$ cat src/rtl/dma_xfer_seq_pkg.sv
package dma_xfer_seq_pkg;
  typedef enum logic [1:0] {
    OP_READ  = 2'b00,
    OP_WRITE = 2'b01,
    OP_TRIM  = 2'b10,
    OP_COPY  = 2'b11
  } op_e;

  typedef enum logic {
    ST_IDLE = 1'b0,
    ST_WAIT = 1'b1
  } state_e;

  localparam int unsigned DISK_SHIFT = 9;
  localparam int unsigned OPT_SHIFT  = 11;
  localparam int unsigned MIN_OFF_W  = 48;
endpackage

$ cat src/rtl/dma_xfer_seq_count.sv
module dma_xfer_seq_count
  import dma_xfer_seq_pkg::*;
#(
  parameter int unsigned SECT_W = 16,
  parameter int unsigned PKT_W  = 24,
  parameter int unsigned LEN_W  = 16,
  parameter int unsigned REM_W  = 28
) (
  input  logic                    clk,
  input  logic                    rst_n,
  input  logic                    load_i,
  input  logic                    load_optical_i,
  input  logic [SECT_W-1:0]       nsect_i,
  input  logic [PKT_W-1:0]        pkt_i,
  input  logic                    consume_i,
  input  logic [LEN_W-1:0]        len_i,
  output logic signed [REM_W-1:0] remain_o,
  output logic [REM_W-1:0]        index_o
);
  logic signed [REM_W-1:0] remain_q, remain_d;
  logic [REM_W-1:0]        index_q, index_d;
  logic [REM_W-1:0]        load_val;
  logic [REM_W-1:0]        len_ext;

  assign len_ext = REM_W'(len_i);

  always_comb begin
    if (load_optical_i) load_val = REM_W'(pkt_i);
    else                load_val = REM_W'(nsect_i) << DISK_SHIFT;
  end

  always_comb begin
    remain_d = remain_q;
    index_d  = index_q;
    if (load_i) begin
      remain_d = $signed(load_val);
      index_d  = '0;
    end else if (consume_i) begin
      remain_d = remain_q - $signed(len_ext);
      index_d  = index_q + len_ext;
    end
  end

  always_ff @(posedge clk or negedge rst_n) begin
    if (!rst_n) begin
      remain_q <= '0;
      index_q  <= '0;
    end else if (load_i || consume_i) begin
      remain_q <= remain_d;
      index_q  <= index_d;
    end
  end

  assign remain_o = remain_q;
  assign index_o  = index_q;
endmodule

$ cat src/rtl/dma_xfer_seq_offset.sv
module dma_xfer_seq_offset
  import dma_xfer_seq_pkg::*;
#(
  parameter int unsigned LBA_W = 32,
  parameter int unsigned IDX_W = 28,
  parameter int unsigned OFF_W = 48
) (
  input  logic             optical_i,
  input  logic [LBA_W-1:0] lba_i,
  input  logic [IDX_W-1:0] index_i,
  output logic [OFF_W-1:0] offset_o
);
  logic [OFF_W-1:0] lba_ext;
  logic [OFF_W-1:0] base;

  assign lba_ext = OFF_W'(lba_i);

  always_comb begin
    if (optical_i) base = lba_ext << OPT_SHIFT;
    else           base = lba_ext << DISK_SHIFT;
  end

  assign offset_o = base + OFF_W'(index_i);
endmodule

$ cat src/rtl/dma_xfer_seq.sv
module dma_xfer_seq
  import dma_xfer_seq_pkg::*;
#(
  parameter int unsigned LBA_W  = 32,
  parameter int unsigned SECT_W = 16,
  parameter int unsigned PKT_W  = 24,
  parameter int unsigned LEN_W  = 16,
  parameter int unsigned ADDR_W = 32,
  localparam int unsigned DREM_W = SECT_W + DISK_SHIFT,
  localparam int unsigned MAXB_W = (DREM_W > PKT_W) ? DREM_W : PKT_W,
  localparam int unsigned MAX2_W = (MAXB_W > LEN_W) ? MAXB_W : LEN_W,
  localparam int unsigned REM_W  = MAX2_W + 2,
  localparam int unsigned RAW_OFF_W = LBA_W + OPT_SHIFT + 1,
  localparam int unsigned OFF_W  = (RAW_OFF_W > MIN_OFF_W) ? RAW_OFF_W : MIN_OFF_W
) (
  input  logic              clk,
  input  logic              rst_n,
  input  logic              start_i,
  input  logic              start_optical_i,
  input  logic [1:0]        start_cmd_i,
  input  logic [LBA_W-1:0]  start_lba_i,
  input  logic [SECT_W-1:0] start_nsect_i,
  input  logic [PKT_W-1:0]  start_pkt_i,
  output logic              kick_o,
  output logic              active_o,
  input  logic              chunk_valid_i,
  input  logic [ADDR_W-1:0] chunk_addr_i,
  input  logic [LEN_W-1:0]  chunk_len_i,
  output logic              chunk_done_o,
  output logic              park_o,
  output logic              req_valid_o,
  output logic [1:0]        req_op_o,
  output logic [ADDR_W-1:0] req_addr_o,
  output logic [LEN_W-1:0]  req_len_o,
  output logic [OFF_W-1:0]  req_offset_o,
  input  logic              dev_done_i,
  input  logic              dev_err_i,
  output logic              cmd_done_o,
  output logic              cmd_err_o
);
  state_e            state_q, state_d;
  logic              active_q, active_d;
  logic              optical_q, optical_d;
  op_e               cmd_q, cmd_d;
  logic [LBA_W-1:0]  lba_q, lba_d;

  logic              kick_q, kick_d;
  logic              cdone_q, cdone_d;
  logic              park_q, park_d;
  logic              rvalid_q, rvalid_d;
  op_e               rop_q, rop_d;
  logic [ADDR_W-1:0] raddr_q, raddr_d;
  logic [LEN_W-1:0]  rlen_q, rlen_d;
  logic [OFF_W-1:0]  roff_q, roff_d;
  logic              done_q, done_d;
  logic              err_q, err_d;

  logic                    load, consume;
  logic signed [REM_W-1:0] remain;
  logic [REM_W-1:0]        index;
  logic [OFF_W-1:0]        offset;
  logic                    rem_pos;
  logic                    raw_pkt;
  logic [REM_W-1:0]        len_ext;
  logic [LEN_W-1:0]        copy_len;

  dma_xfer_seq_count #(
    .SECT_W(SECT_W), .PKT_W(PKT_W), .LEN_W(LEN_W), .REM_W(REM_W)
  ) u_count (
    .clk(clk), .rst_n(rst_n),
    .load_i(load), .load_optical_i(start_optical_i),
    .nsect_i(start_nsect_i), .pkt_i(start_pkt_i),
    .consume_i(consume), .len_i(chunk_len_i),
    .remain_o(remain), .index_o(index)
  );

  dma_xfer_seq_offset #(
    .LBA_W(LBA_W), .IDX_W(REM_W), .OFF_W(OFF_W)
  ) u_offset (
    .optical_i(optical_q), .lba_i(lba_q), .index_i(index), .offset_o(offset)
  );

  assign rem_pos  = (remain > 0);
  assign raw_pkt  = optical_q && (&lba_q);
  assign len_ext  = REM_W'(chunk_len_i);
  assign copy_len = ($unsigned(remain) < len_ext) ? remain[LEN_W-1:0] : chunk_len_i;

  always_comb begin
    state_d   = state_q;
    active_d  = active_q;
    optical_d = optical_q;
    cmd_d     = cmd_q;
    lba_d     = lba_q;
    rop_d     = rop_q;
    raddr_d   = raddr_q;
    rlen_d    = rlen_q;
    roff_d    = roff_q;
    kick_d    = 1'b0;
    cdone_d   = 1'b0;
    park_d    = 1'b0;
    rvalid_d  = 1'b0;
    done_d    = 1'b0;
    err_d     = 1'b0;
    load      = 1'b0;
    consume   = 1'b0;
    unique case (state_q)
      ST_IDLE: begin
        if (start_i) begin
          if (!start_optical_i && (start_cmd_i == OP_COPY)) begin
            err_d    = 1'b1;
            active_d = 1'b0;
          end else begin
            kick_d    = 1'b1;
            active_d  = 1'b1;
            optical_d = start_optical_i;
            cmd_d     = start_optical_i ? OP_READ : op_e'(start_cmd_i);
            lba_d     = start_lba_i;
            load      = 1'b1;
          end
        end else if (chunk_valid_i) begin
          if (!active_q) begin
            park_d = 1'b1;
          end else if (!rem_pos) begin
            done_d   = 1'b1;
            cdone_d  = 1'b1;
            active_d = 1'b0;
          end else if (chunk_len_i == '0) begin
            cdone_d = 1'b1;
          end else if (raw_pkt) begin
            rvalid_d = 1'b1;
            rop_d    = OP_COPY;
            raddr_d  = chunk_addr_i;
            rlen_d   = copy_len;
            roff_d   = '0;
            done_d   = 1'b1;
            cdone_d  = 1'b1;
            active_d = 1'b0;
          end else begin
            rvalid_d = 1'b1;
            rop_d    = cmd_q;
            raddr_d  = chunk_addr_i;
            rlen_d   = chunk_len_i;
            roff_d   = offset;
            consume  = 1'b1;
            state_d  = ST_WAIT;
          end
        end
      end
      ST_WAIT: begin
        if (dev_done_i) begin
          cdone_d = 1'b1;
          state_d = ST_IDLE;
          if (dev_err_i) begin
            err_d    = 1'b1;
            active_d = 1'b0;
          end else if (!rem_pos) begin
            done_d   = 1'b1;
            active_d = 1'b0;
          end
        end
      end
      default: state_d = ST_IDLE;
    endcase
  end

  always_ff @(posedge clk or negedge rst_n) begin
    if (!rst_n) begin
      state_q   <= ST_IDLE;
      active_q  <= 1'b0;
      optical_q <= 1'b0;
      cmd_q     <= OP_READ;
      lba_q     <= '0;
      kick_q    <= 1'b0;
      cdone_q   <= 1'b0;
      park_q    <= 1'b0;
      rvalid_q  <= 1'b0;
      rop_q     <= OP_READ;
      raddr_q   <= '0;
      rlen_q    <= '0;
      roff_q    <= '0;
      done_q    <= 1'b0;
      err_q     <= 1'b0;
    end else begin
      state_q   <= state_d;
      active_q  <= active_d;
      optical_q <= optical_d;
      cmd_q     <= cmd_d;
      lba_q     <= lba_d;
      kick_q    <= kick_d;
      cdone_q   <= cdone_d;
      park_q    <= park_d;
      rvalid_q  <= rvalid_d;
      done_q    <= done_d;
      err_q     <= err_d;
      if (rvalid_d) begin
        rop_q   <= rop_d;
        raddr_q <= raddr_d;
        rlen_q  <= rlen_d;
        roff_q  <= roff_d;
      end
    end
  end

  assign kick_o       = kick_q;
  assign active_o     = active_q;
  assign chunk_done_o = cdone_q;
  assign park_o       = park_q;
  assign req_valid_o  = rvalid_q;
  assign req_op_o     = rop_q;
  assign req_addr_o   = raddr_q;
  assign req_len_o    = rlen_q;
  assign req_offset_o = roff_q;
  assign cmd_done_o   = done_q;
  assign cmd_err_o    = err_q;
endmodule

$ cat config.mk
export PLATFORM = sky130hd
export DESIGN_NAME = dma_xfer_seq
export DESIGN_NICKNAME = d
export VERILOG_FILES = /design/src/rtl/dma_xfer_seq_pkg.sv /design/src/rtl/dma_xfer_seq_count.sv /design/src/rtl/dma_xfer_seq_offset.sv /design/src/rtl/dma_xfer_seq.sv
export SDC_FILE = /design/constraint.sdc
export NUM_CORES = 1
export LEC_CHECK = 0
export BUFFER_PORTS_ARGS = -buffer_cell sky130_fd_sc_hd__buf_2
export CAP_MARGIN = 25
export CORE_UTILIZATION = 48
export CTS_CLUSTER_DIAMETER = 80
export DETAILED_ROUTE_END_ITERATION = 8
export PLACE_DENSITY_LB_ADDON = 0.08
export SLEW_MARGIN = 20
export SYNTH_ARGS = -nofsm -noshare
export SYNTH_HDL_FRONTEND = slang
export SYNTH_HIERARCHICAL = 1
export SYNTH_SLANG_ARGS = --single-unit
export TNS_END_PERCENT = 5
$ cat constraint.sdc
create_clock -name clk -period 3.98 [get_ports clk]
set_clock_uncertainty 0.05 [all_clocks]
set_input_delay 0.597 -clock clk [delete_from_list [all_inputs] [get_ports clk]]
set_output_delay 0.597 -clock clk [all_outputs]
set_load 0.005 [all_outputs]
# Word-level counts from Yosys, hierarchy flattened
# Cells that the tools add are included.
# word_totals
regBits	195
latchBits	0
ram_bits	0
romBits	0
in_bits	129
output_inout_bits	105
wordCells	105
mem_count	0
# classes
n_addsub	3
multipliers	0
div_mod_pow	0
magnitude_cmp	2
eq_ne	4
shifts	0
n_mux	64
bitwise_logic	4
n_reduce_logical	11
# op_table
op	n
$mux W27	4
$add A48 B27 Y48	1
$mux W1	48
$mux W48	1
$mux W43	1
$mux W16	2
$reduce_and A32 Y1	1
$add A27 B16 Y27	1
$gt A27 B1 Y1 const B	1
$lt A27 B16 Y1	1
$sub A27 B17 Y27	1
$mux W25	1
$logic_not A16 Y1	1
$pmux W1 S2	5
$reduce_and A7 Y1	1
$ne A3 B3 Y1 const B	2
$reduce_and A3 Y1	2
$mux W2	2
$not A1 Y1	4
$eq A2 B2 Y1 const B	1
$logic_and A1 B1 Y1	2
$ne A2 B2 Y1 const B	1
$reduce_and A2 Y1	1
$reduce_bool A2 Y1	1
2 further kinds	2

# Longest topological paths before layout
# Gate-level depths: netlist (run 1).
# logic_depth
depth_word	11
depth_mapped	17
depth_no_buf	13

# By module
# The synthesis (run 1) kept the hierarchy.
# modules_own_cells
module	n_inst	cells_each	area_each_um2	seq_area_each_um2
dma_xfer_seq	1	707	6227.2	3528.4
dma_xfer_seq_count	1	526	4468.0	1351.3
dma_xfer_seq_offset	1	279	2009.4	0.0

# Worst setup path after synthesis (run 1)
# No wires, ideal clock.
# synth_path
path_kind	register to register
start	reg optical_q
end	reg roff_q[31], in the netlist req_offset_o[31]
setup_ns	0.066
t_arrival_ns	3.524
t_required_ns	3.864
slack_ns	0.340
stages_incl_launch_ff	16
path_buffers	4
period_less_slack_ns	3.640
cell_sequence	dfrtp_1 buf_4 buf_2 buf_1 buf_2 mux2_2 ha_1 a21o_1 or3_1 o21a_1 a21boi_4 nor2b_1 and3_1 a211oi_2 nand3_1 nand2_1
# synth_between
elab_chain_len	3
elab_cells_between_ends	4
cone_classes	add/sub: 1; mux: 2; reduce/logical: 1
# synth_rtl
element	line	rtl
start: declaration	dma_xfer_seq.sv:43	logic optical_q, optical_d;
start signal: assignment	dma_xfer_seq.sv:186	optical_q <= optical_d;
$mux W43	dma_xfer_seq_offset.sv:19	if (optical_i) base = lba_ext << OPT_SHIFT;
$add A48 B27 Y48	dma_xfer_seq_offset.sv:23	assign offset_o = base + OFF_W'(index_i);
net offset[31]	dma_xfer_seq.sv:61	logic [OFF_W-1:0] offset;
$mux W48	dma_xfer_seq.sv:129	end else if (raw_pkt) begin
end signal: assignment	dma_xfer_seq.sv:199	roff_q <= roff_d;
end: declaration	dma_xfer_seq.sv:54	logic [OFF_W-1:0] roff_q, roff_d;
# The timed path passes the listed nets, and every way through them passes these cells.
# A chain may end at the register's enable or synchronous reset.

# Worst setup path after layout (run 1)
# layout_path
start	reg optical_q
end	reg roff_q[40], in the netlist req_offset_o[40]
# The elaborated chain is that of the path after synthesis.

==> results.py, run 1 <==
metrics = {
    "cells_and_area": {
        "nFillCells": 2472,
        "nets": 1903,
        "area_growth_pct": 15.6,
        "final_common_cell": "nand2_1",
        "multi_input_area_um2": 7180,
        "layout_common_cells": "nand2_1, buf_2, dfrtp_1",
        "drive_gt1_share_pct": 20.3,
        "fin_cells": 2054,
        "diodes": 0,
        "seq_area_um2": 4880,
    },
    "sta": {
        "fmaxAchievable_ghz": 0.272,
        "fin_tns_setup_ns": 0,
        "period_needed_ns": 3.68,
        "finalSetupViolCount": 0,
        "min_period_over_period_pct": 92.5,
        "tightest_slew_ns": 0.855,
        "worst_slack_ns": 0.300,
        "drv_slew": 0,
        "rsz0062_at_grt": "no",
        "whs_ns": 0.0923,
        "hold_viol": 0,
        "relSlewSlack_pct": 43.0,
    },
    "cts": {
        "htree_num_levels": 4,
        "clock_path_buffers": 2,
        "cts_buffers": 17,
        "ctsHoldBuffers": 0,
        "clock_latency_ns": 0.45,
        "cts_tree": "built",
        "cts_sinks": 195,
        "post_cts_resized": 0,
        "clk_pin_slew_ns": 0.09,
        "post_cts.repair.setup_buffers": 0,
        "root_buffer": "clkbuf_16",
    },
    "yosys": {
        "synth-edff-count": 0,
        "yosys_most_used_dff": "dfrtp_1",
        "synthArstFlopShare_pct": 100,
        "avgSynthCellArea_um2": 8.40,
        "yosysSeqAreaShare_pct": 38.4,
        "synth_cells": 1512,
        "yosysWarnings": 6,
        "ys_types": 93,
        "synth_area_um2": 12700,
        "synth_seq_cells": 195,
    },
    "global_routing": {
        "track_usage_pct": 27.3,
        "grt_pass1_wl_mm": 57.8,
        "grt_pass1_vias": 11025,
        "grt_max_degree": 102,
        "antenna_found_initial": 0,
        "gr-total-overflow": 0,
    },
    "drt": {
        "vias": 11727,
        "wirelength_mm": 36.7,
        "via_per_inst": 5.71,
        "route.detailed.drc": 0,
        "dr.first_iter.drc_count": 742,
        "final_antenna_net_count": 0,
        "wl_per_cell_um": 17.9,
        "drt_pass1_iterations": 5,
    },
    "flow_run": {
        "maxCapViolations": 0,
    },
    "placed_design": {
        "gp_congestion": 0.908,
        "dp_slack_ns": 0.436,
        "portBuffers": 233,
        "place_hpwl_mm": 27.0,
        "dp_cells": 2021,
    },
    "worst_setup_path": {
        "cp-start-kind": "flip-flop",
        "cp-end-kind": "flip-flop",
        "crit_path_max_fanout": 20,
        "r2r_start": "optical_q",
        "arrival_ns": 3.96,
        "worstPathRequired_ns": 4.26,
        "worstSetupPathType": "flip-flop to flip-flop",
        "startpoint": "optical_q",
    },
    "hold_path": {
        "hp-class": "input pin to asynchronous set/reset pin",
    },
    "pwr": {
        "total_leakage_power_nw": 7.36,
        "powerDensity_nw_per_um2": 569,
        "peakVddDrop_v": 0.000279,
    },
    "floorplanning": {
        "start_util_pct": 48.9,
        "die_w_um": 165,
        "io_pins": 234,
        "die_area_um2": 27100,
        "die_h_um": 165,
        "row_count": 59,
        "coreArea_um2": 26000,
    },
    "run_status": {
        "outcome": "completed",
    },
}
-- critical path, cell delays in order, from the launching register on --
cell and delay, ns:
dfrtp_1 0.91, mux2_2 0.41, ha_1 0.42, nand2_1 0.12
o21ai_0 0.30, nor2_1 0.14, a2111oi_4 0.42, or2_1 0.36
nand4_2 0.14, xor2_1 0.17, nand3_1 0.07, nand2_1 0.06
-- path summary, 6_finish.rpt --
path | depth (start not counted) | to | slack, ns
max | 11 | req_offset_o[40] | 0.30
min | 1 | kick_o | 0.09
max reg2reg | 11 | req_offset_o[40] | 0.30
min reg2reg | 2 | req_offset_o[43] | 0.41
max in group asynchronous | 2 | req_offset_o[35] | 2.90
min in group clk | 3 | req_addr_o[8] | 0.29
-- state kept, by name, summed over array words and instances, names as in the netlist, 2 cells and up --
signal	flops
req_addr_o	32
req_offset_o	48
u_count/remain_o	27
cmd_q	2
lba_q	32
req_len_o	16
req_op_o	2
u_count/index_o	27
-- synthesized netlist by cell type, drive strengths merged, types with 4 or more instances --
library cell	n	area share (%)
or3	9	0.44
mux2	25	2.2
nor4b	5	0.44
xnor2	33	2.3
o21bai	7	0.41
a21oi	88	3.6
a21o	21	1.2
nor4	18	1.2
inv	62	1.8
dfrtp	195	38
a22o	5	0.34
a31oi	24	1.2
a21boi	9	0.71
o221ai	4	0.28
nor2	92	2.7
ha	65	6.4
a22oi	7	0.41
a31o	4	0.28
a211oi	20	1.4
and3	11	0.54
xor2	21	1.4
nand2b	11	0.54
nand4	26	1.5
o21a	9	0.59
o211ai	9	0.53
nor3	22	0.96
mux2i	29	2.3
buf	51	2.6
o21ai	71	2.8
nand3	83	3.3
nor2b	15	0.74
nand2	376	11
clkbuf	30	0.89
-- kinds of logic (layout without fill, tap and decap cells) --
group	count (synthesis)	in the layout	share of synthesized area (%)
simple gates	688	688	24.9
other cells	1	4	0.0295
xor+xnor	54	54	3.78
fa+ha+maj	68	68	6.87
flops	195	195	38.4
compound gates	309	309	16.2
mux	54	54	4.50
buf+inv	143	347	5.28
-- metrics by stage --
stage	util, %	cell area (um2)	total power [mW]
after floorplan	-	12700	5.28
after CTS	56.5	14700	8.37
final	56.5	14700	8.35
after detailed placement	54.0	14000	6.54
after global placement	54.0	14000	6.46
after global routing	56.5	14700	8.98
-- per-layer routing --
| layer | vias up | GRT usage (%) | wire length (um) |
|---|---|---|---|
| met5 | - | 0 | 0 |
| met4 | 0 | 9.42 | 838 |
| met3 | 60 | 4.62 | 2340 |
| met2 | 406 | 43.2 | 16600 |
| met1 | 5598 | 37.8 | 17000 |
| li1 | 5663 | - | - |
-- power by group --
part,switching (mW),internal (mW),leakage [nW]
sequential,0.626,2.62,2.46
clock,0.949,0.870,0.300
combinational,1.88,1.41,4.60
-- area by class of cell --
| class | count | area share, % |
|---|---|---|
| Multi-Input combinational cell | 1177 | 48.9 |
| Sequential cell | 195 | 33.2 |
| Timing Repair Buffer | 253 | 9.19 |
| Clock buffer | 17 | 2.90 |
| Tap cell | 335 | 2.85 |
| Inverter | 62 | 1.58 |
| Clock inverter | 15 | 1.37 |
Power figures use the tool's default switching activity.
==> inputs of run 2 (changes only) <==
--- a/config.mk
+++ b/config.mk
@@ -11,9 +11,9 @@
 export CTS_CLUSTER_DIAMETER = 80
 export DETAILED_ROUTE_END_ITERATION = 8
 export PLACE_DENSITY_LB_ADDON = 0.08
+export REMOVE_ABC_BUFFERS = 1
 export SLEW_MARGIN = 20
 export SYNTH_ARGS = -nofsm -noshare
 export SYNTH_HDL_FRONTEND = slang
 export SYNTH_HIERARCHICAL = 1
 export SYNTH_SLANG_ARGS = --single-unit
-export TNS_END_PERCENT = 5
==> results.py, run 2 (synthesis results as in run 1) <==
metrics = {
    "pwr": {
        "peakVddDrop_v": 0.000325,
        "p_clk_share_pct": 22.7,
        "comb_power_share_pct": 38.9,
        "total_leakage_power_nw": 7.37,
        "p_sw_share_pct": 40.6,
        "internal_power_mw": 4.97,
        "powerDensity_nw_per_um2": 568,
        "switching_power_mw": 3.39,
        "seqPwrFrac_pct": 38.3,
    },
    "flow_run": {
        "maxCapViolations": 0,
    },
    "floorplanning": {
        "coreArea_um2": 26000,
        "io_pins": 234,
        "die_area_um2": 27100,
        "die_h_um": 165,
        "start_util_pct": 48.9,
        "die_w_um": 165,
        "row_count": 59,
    },
    "cts": {
        "clock_path_buffers": 2,
        "clk_pin_slew_ns": 0.09,
        "ctsHoldBuffers": 0,
        "post_cts_resized": 0,
        "root_buffer": "clkbuf_16",
        "htree_num_levels": 4,
        "cts_tree": "built",
        "clock_latency_ns": 0.45,
        "cts_buffers": 17,
        "post_cts.repair.setup_buffers": 0,
        "cts_sinks": 195,
    },
    "placed_design": {
        "place_hpwl_mm": 26.4,
        "portBuffers": 233,
        "dp_slack_ns": 0.515,
        "gp_congestion": 0.904,
    },
    "cells_and_area": {
        "layout_common_cells": "nand2_1, buf_2, dfrtp_1",
        "area_growth_pct": 15.9,
        "multi_input_area_um2": 7180,
        "largest_reg_flops": 48,
        "nFillCells": 2508,
        "final_common_cell": "nand2_1",
        "diodes": 0,
        "drive_gt1_share_pct": 20.3,
        "post-route-util_pct": 56.7,
        "seq_area_um2": 4880,
        "nets": 1904,
    },
    "sta": {
        "tightest_slew_ns": 0.923,
        "worst_slack_ns": 0.472,
        "min_period_over_period_pct": 88.1,
        "rsz0062_at_grt": "no",
        "hold_viol": 0,
        "finalSetupViolCount": 0,
        "fmaxAchievable_ghz": 0.285,
        "relSlewSlack_pct": 38.5,
        "drv_slew": 0,
        "period_needed_ns": 3.51,
    },
    "drt": {
        "wirelength_mm": 36.3,
        "drt_pass1_iterations": 4,
        "vias": 11624,
        "dr.first_iter.drc_count": 637,
        "final_antenna_net_count": 0,
        "via_per_inst": 5.66,
        "wl_per_cell_um": 17.7,
        "route.detailed.drc": 0,
    },
    "worst_setup_path": {
        "worstPathRequired_ns": 4.26,
        "crit_path_max_fanout": 16,
        "cp-start-kind": "flip-flop",
        "worstSetupPathType": "flip-flop to flip-flop",
        "worst_r2r_path_depth": 11,
        "cp-end-kind": "flip-flop",
        "arrival_ns": 3.79,
    },
    "hold_path": {
        "hp-class": "input pin to asynchronous set/reset pin",
    },
    "run_status": {
        "outcome": "completed",
    },
    "global_routing": {
        "grt_max_degree": 97,
        "track_usage_pct": 27.0,
        "gr-total-overflow": 0,
        "grt_pass1_wl_mm": 57.1,
        "antenna_found_initial": 0,
        "grt_pass1_vias": 10960,
    },
}
[run 2: area by class of cell]
class	instances	share of cell area (%)
multi-input combinational	1177	48.8
sequential	195	33.1
timing repair buffer	254	9.22
clock buffer	17	2.89
tap	335	2.85
inverter	62	1.58
clock inverter	15	1.55
[run 2: power by group through the flow]
stage / Sequential [mW] / Combinational (mW) / Clock, mW
3_3_place_gp: 3.23 / 3.22 / 0
5_1_grt: 3.30 / 3.66 / 2.01
3_5_place_dp: 3.24 / 3.25 / 0
6_report: 3.20 / 3.26 / 1.90
2_1_floorplan: 3.15 / 2.06 / 0
4_1_cts: 3.21 / 3.27 / 1.94
[run 2: path summary, 6_finish.rpt]
kind	startpoint	to	slack, ns
max	optical_q	req_offset_o[40]	0.47
min	rst_n	req_addr_o[14]	0.17
max reg2reg	optical_q	req_offset_o[40]	0.47
min reg2reg	req_offset_o[45]	req_offset_o[45]	0.41
max in group asynchronous	rst_n	req_offset_o[38]	2.73
min in group clk	chunk_addr_i[1]	req_addr_o[1]	0.28
[run 2: stage by stage]
step           hold slack, ns  cells  power, mW  TNS (ns)  cell area, um2
2_1_floorplan           0.251   1434       5.21   -158.23           12300
3_3_place_gp            0.394   2023       6.45         0           14100
3_5_place_dp            0.400   2023       6.49         0           14100
4_1_cts                 0.212   2055       8.42         0           14700
5_1_grt                 0.221   2055       8.98         0           14700
6_report                0.171   2055       8.36         0           14700
[run 2: critical path: stages, from the launching register on]
cell and delay (ns):
dfrtp_1 0.76, buf_4 0.29, mux2_2 0.35, ha_1 0.40
and3_1 0.26, nand2_1 0.12, a2111oi_4 0.39, or2_1 0.35
nand4_2 0.13, xor2_1 0.16, nand3_1 0.07, nand2_1 0.06
[run 2: metal layers]
layer | GRT usage, % | vias up | share of wire [%]
li1 | - | 5655 | -
met1 | 35.8 | 5566 | 46
met2 | 45.9 | 348 | 48
met3 | 3.57 | 55 | 4.3
met4 | 7.96 | 0 | 2.2
met5 | 0 | - | 0
==> inputs of run 3 (changes only) <==
--- a/config.mk
+++ b/config.mk
@@ -10,7 +10,7 @@
 export CORE_UTILIZATION = 48
 export CTS_CLUSTER_DIAMETER = 80
 export DETAILED_ROUTE_END_ITERATION = 8
-export PLACE_DENSITY_LB_ADDON = 0.08
+export PLACE_DENSITY = 0.73
 export REMOVE_ABC_BUFFERS = 1
 export SLEW_MARGIN = 20
 export SYNTH_ARGS = -nofsm -noshare
==> results.py, run 3 (synthesis results as in run 1) <==
metrics = {
    "run_status": {
        "outcome": "completed",
    },
    "cts": {
        "ctsHoldBuffers": 0,
        "root_buffer": "clkbuf_16",
        "clock_latency_ns": 0.44,
        "post_cts_resized": 0,
        "cts_sinks": 195,
        "clk_pin_slew_ns": 0.08,
        "post_cts.repair.setup_buffers": 0,
        "cts_tree": "built",
        "cts_buffers": 17,
        "clock_path_buffers": 2,
        "htree_num_levels": 4,
    },
    "hold_path": {
        "hp-class": "input pin to asynchronous set/reset pin",
    },
    "cells_and_area": {
        "diodes": 0,
        "layout_common_cells": "nand2_1, buf_2, dfrtp_1",
        "drive_gt1_share_pct": 20.0,
        "nets": 1898,
        "nFillCells": 2417,
        "largest_reg_flops": 48,
        "finalInstanceArea_um2": 14600,
        "final_common_cell": "nand2_1",
        "area_growth_pct": 15.2,
    },
    "worst_setup_path": {
        "worstSetupPathType": "flip-flop to flip-flop",
        "arrival_ns": 3.76,
        "cp-end-kind": "flip-flop",
        "cp-start-kind": "flip-flop",
        "crit_path_max_fanout": 21,
        "worstPathRequired_ns": 4.26,
    },
    "drt": {
        "via_per_inst": 5.65,
        "wl_per_cell_um": 16.9,
        "final_antenna_net_count": 0,
        "route.detailed.drc": 0,
        "vias": 11571,
        "wirelength_mm": 34.7,
        "dr.first_iter.drc_count": 837,
        "drt_pass1_iterations": 5,
    },
    "pwr": {
        "powerDensity_nw_per_um2": 561,
        "fin_total_pwr_mw": 8.21,
        "peakVddDrop_v": 0.000326,
        "total_leakage_power_nw": 7.33,
    },
    "floorplanning": {
        "row_count": 59,
        "die_area_um2": 27100,
        "io_pins": 234,
        "die_w_um": 165,
        "start_util_pct": 48.9,
        "coreArea_um2": 26000,
        "die_h_um": 165,
    },
    "sta": {
        "whs_ns": 0.133,
        "worst_slack_ns": 0.498,
        "min_period_over_period_pct": 87.5,
        "hold_viol": 0,
        "drv_slew": 0,
        "fmaxAchievable_ghz": 0.287,
        "finalSetupViolCount": 0,
        "rsz0062_at_grt": "no",
        "period_needed_ns": 3.48,
        "relSlewSlack_pct": 43.4,
        "tightest_slew_ns": 0.846,
    },
    "global_routing": {
        "grt_pass1_vias": 10802,
        "grt_use_met1_pct": 34.6,
        "grtUsageMet2_pct": 44.1,
        "gr-total-overflow": 0,
        "use_met3_pct": 3.42,
        "grt_pass1_wl_mm": 55.5,
        "antenna_found_initial": 0,
        "grt_max_degree": 81,
        "grt.busiest_layer": "met2",
        "track_usage_pct": 26.1,
    },
    "placed_design": {
        "gp_congestion": 0.930,
        "dp_slack_ns": 0.513,
        "place_area_um2": 14100,
        "portBuffers": 233,
        "place_hpwl_mm": 25.8,
    },
    "flow_run": {
        "maxCapViolations": 0,
    },
}
-- run 3: cell types whose count changed in the layout (fill, tap and decap cells not counted), moves of 3 or more --
cell,delta
inv_12,-3
inv_6,+3
buf_4,-8
clkinv_8,-6
clkinvlp_4,+3
-- run 3: worst paths after layout --
kind	start	end	slack [ns]	cells after the start
min in group clk	start_lba_i[22]	lba_q[22]	0.29	3
worst min register to register	req_offset_o[13]	req_offset_o[13]	0.41	2
worst max-delay path	optical_q	req_offset_o[40]	0.50	11
max in group asynchronous	rst_n	u_count/index_o[2]	2.96	2
worst max register to register	optical_q	req_offset_o[40]	0.50	11
worst min-delay path	rst_n	req_offset_o[34]	0.13	1
-- run 3: critical path, cell delays in order (launching register included) --
cell and delay (ns):
dfrtp_1 0.84, mux2_2 0.42, ha_1 0.37, a21o_1 0.14, a21oi_1 0.09, a211o_1 0.35, a2111oi_4 0.41, or2_1 0.31
nand4_2 0.12, xor2_1 0.16, nand3_1 0.07, nand2_1 0.06
-- run 3: area by class of cell --
cell class / instances / area [um2] / area share [%]
Multi-Input combinational cell: 1177 / 7180 / 49.0
Sequential cell: 195 / 4880 / 33.3
Timing Repair Buffer: 248 / 1350 / 9.19
Clock buffer: 18 / 439 / 3.00
Tap cell: 335 / 419 / 2.86
Inverter: 62 / 233 / 1.59
Clock inverter: 12 / 145 / 0.991
-- run 3: report_power, final --
group | leakage (nW) | switching [mW] | internal (mW) | total [mW]
clock network | 0.280 | 0.798 | 0.952 | 1.75
logic | 4.59 | 1.84 | 1.41 | 3.26
registers | 2.46 | 0.586 | 2.62 | 3.21
total | 7.33 | 3.23 | 4.99 | 8.21
-- run 3: layer usage --
metal	wire [um]	up-vias
met3	1900	43
met4	672	0
met1	15400	5510
li1	-	5636
met2	16800	382
met5	0	-
-- run 3: per-stage QoR --
stage / utilization, % / setup TNS [ns] / instances
floorplan: - / -158.23 / 1434
global placement: 54.0 / 0 / 2016
detailed placement: 54.1 / 0 / 2017
CTS: 56.3 / 0 / 2047
global route: 56.3 / 0 / 2047
finish: 56.3 / 0 / 2047
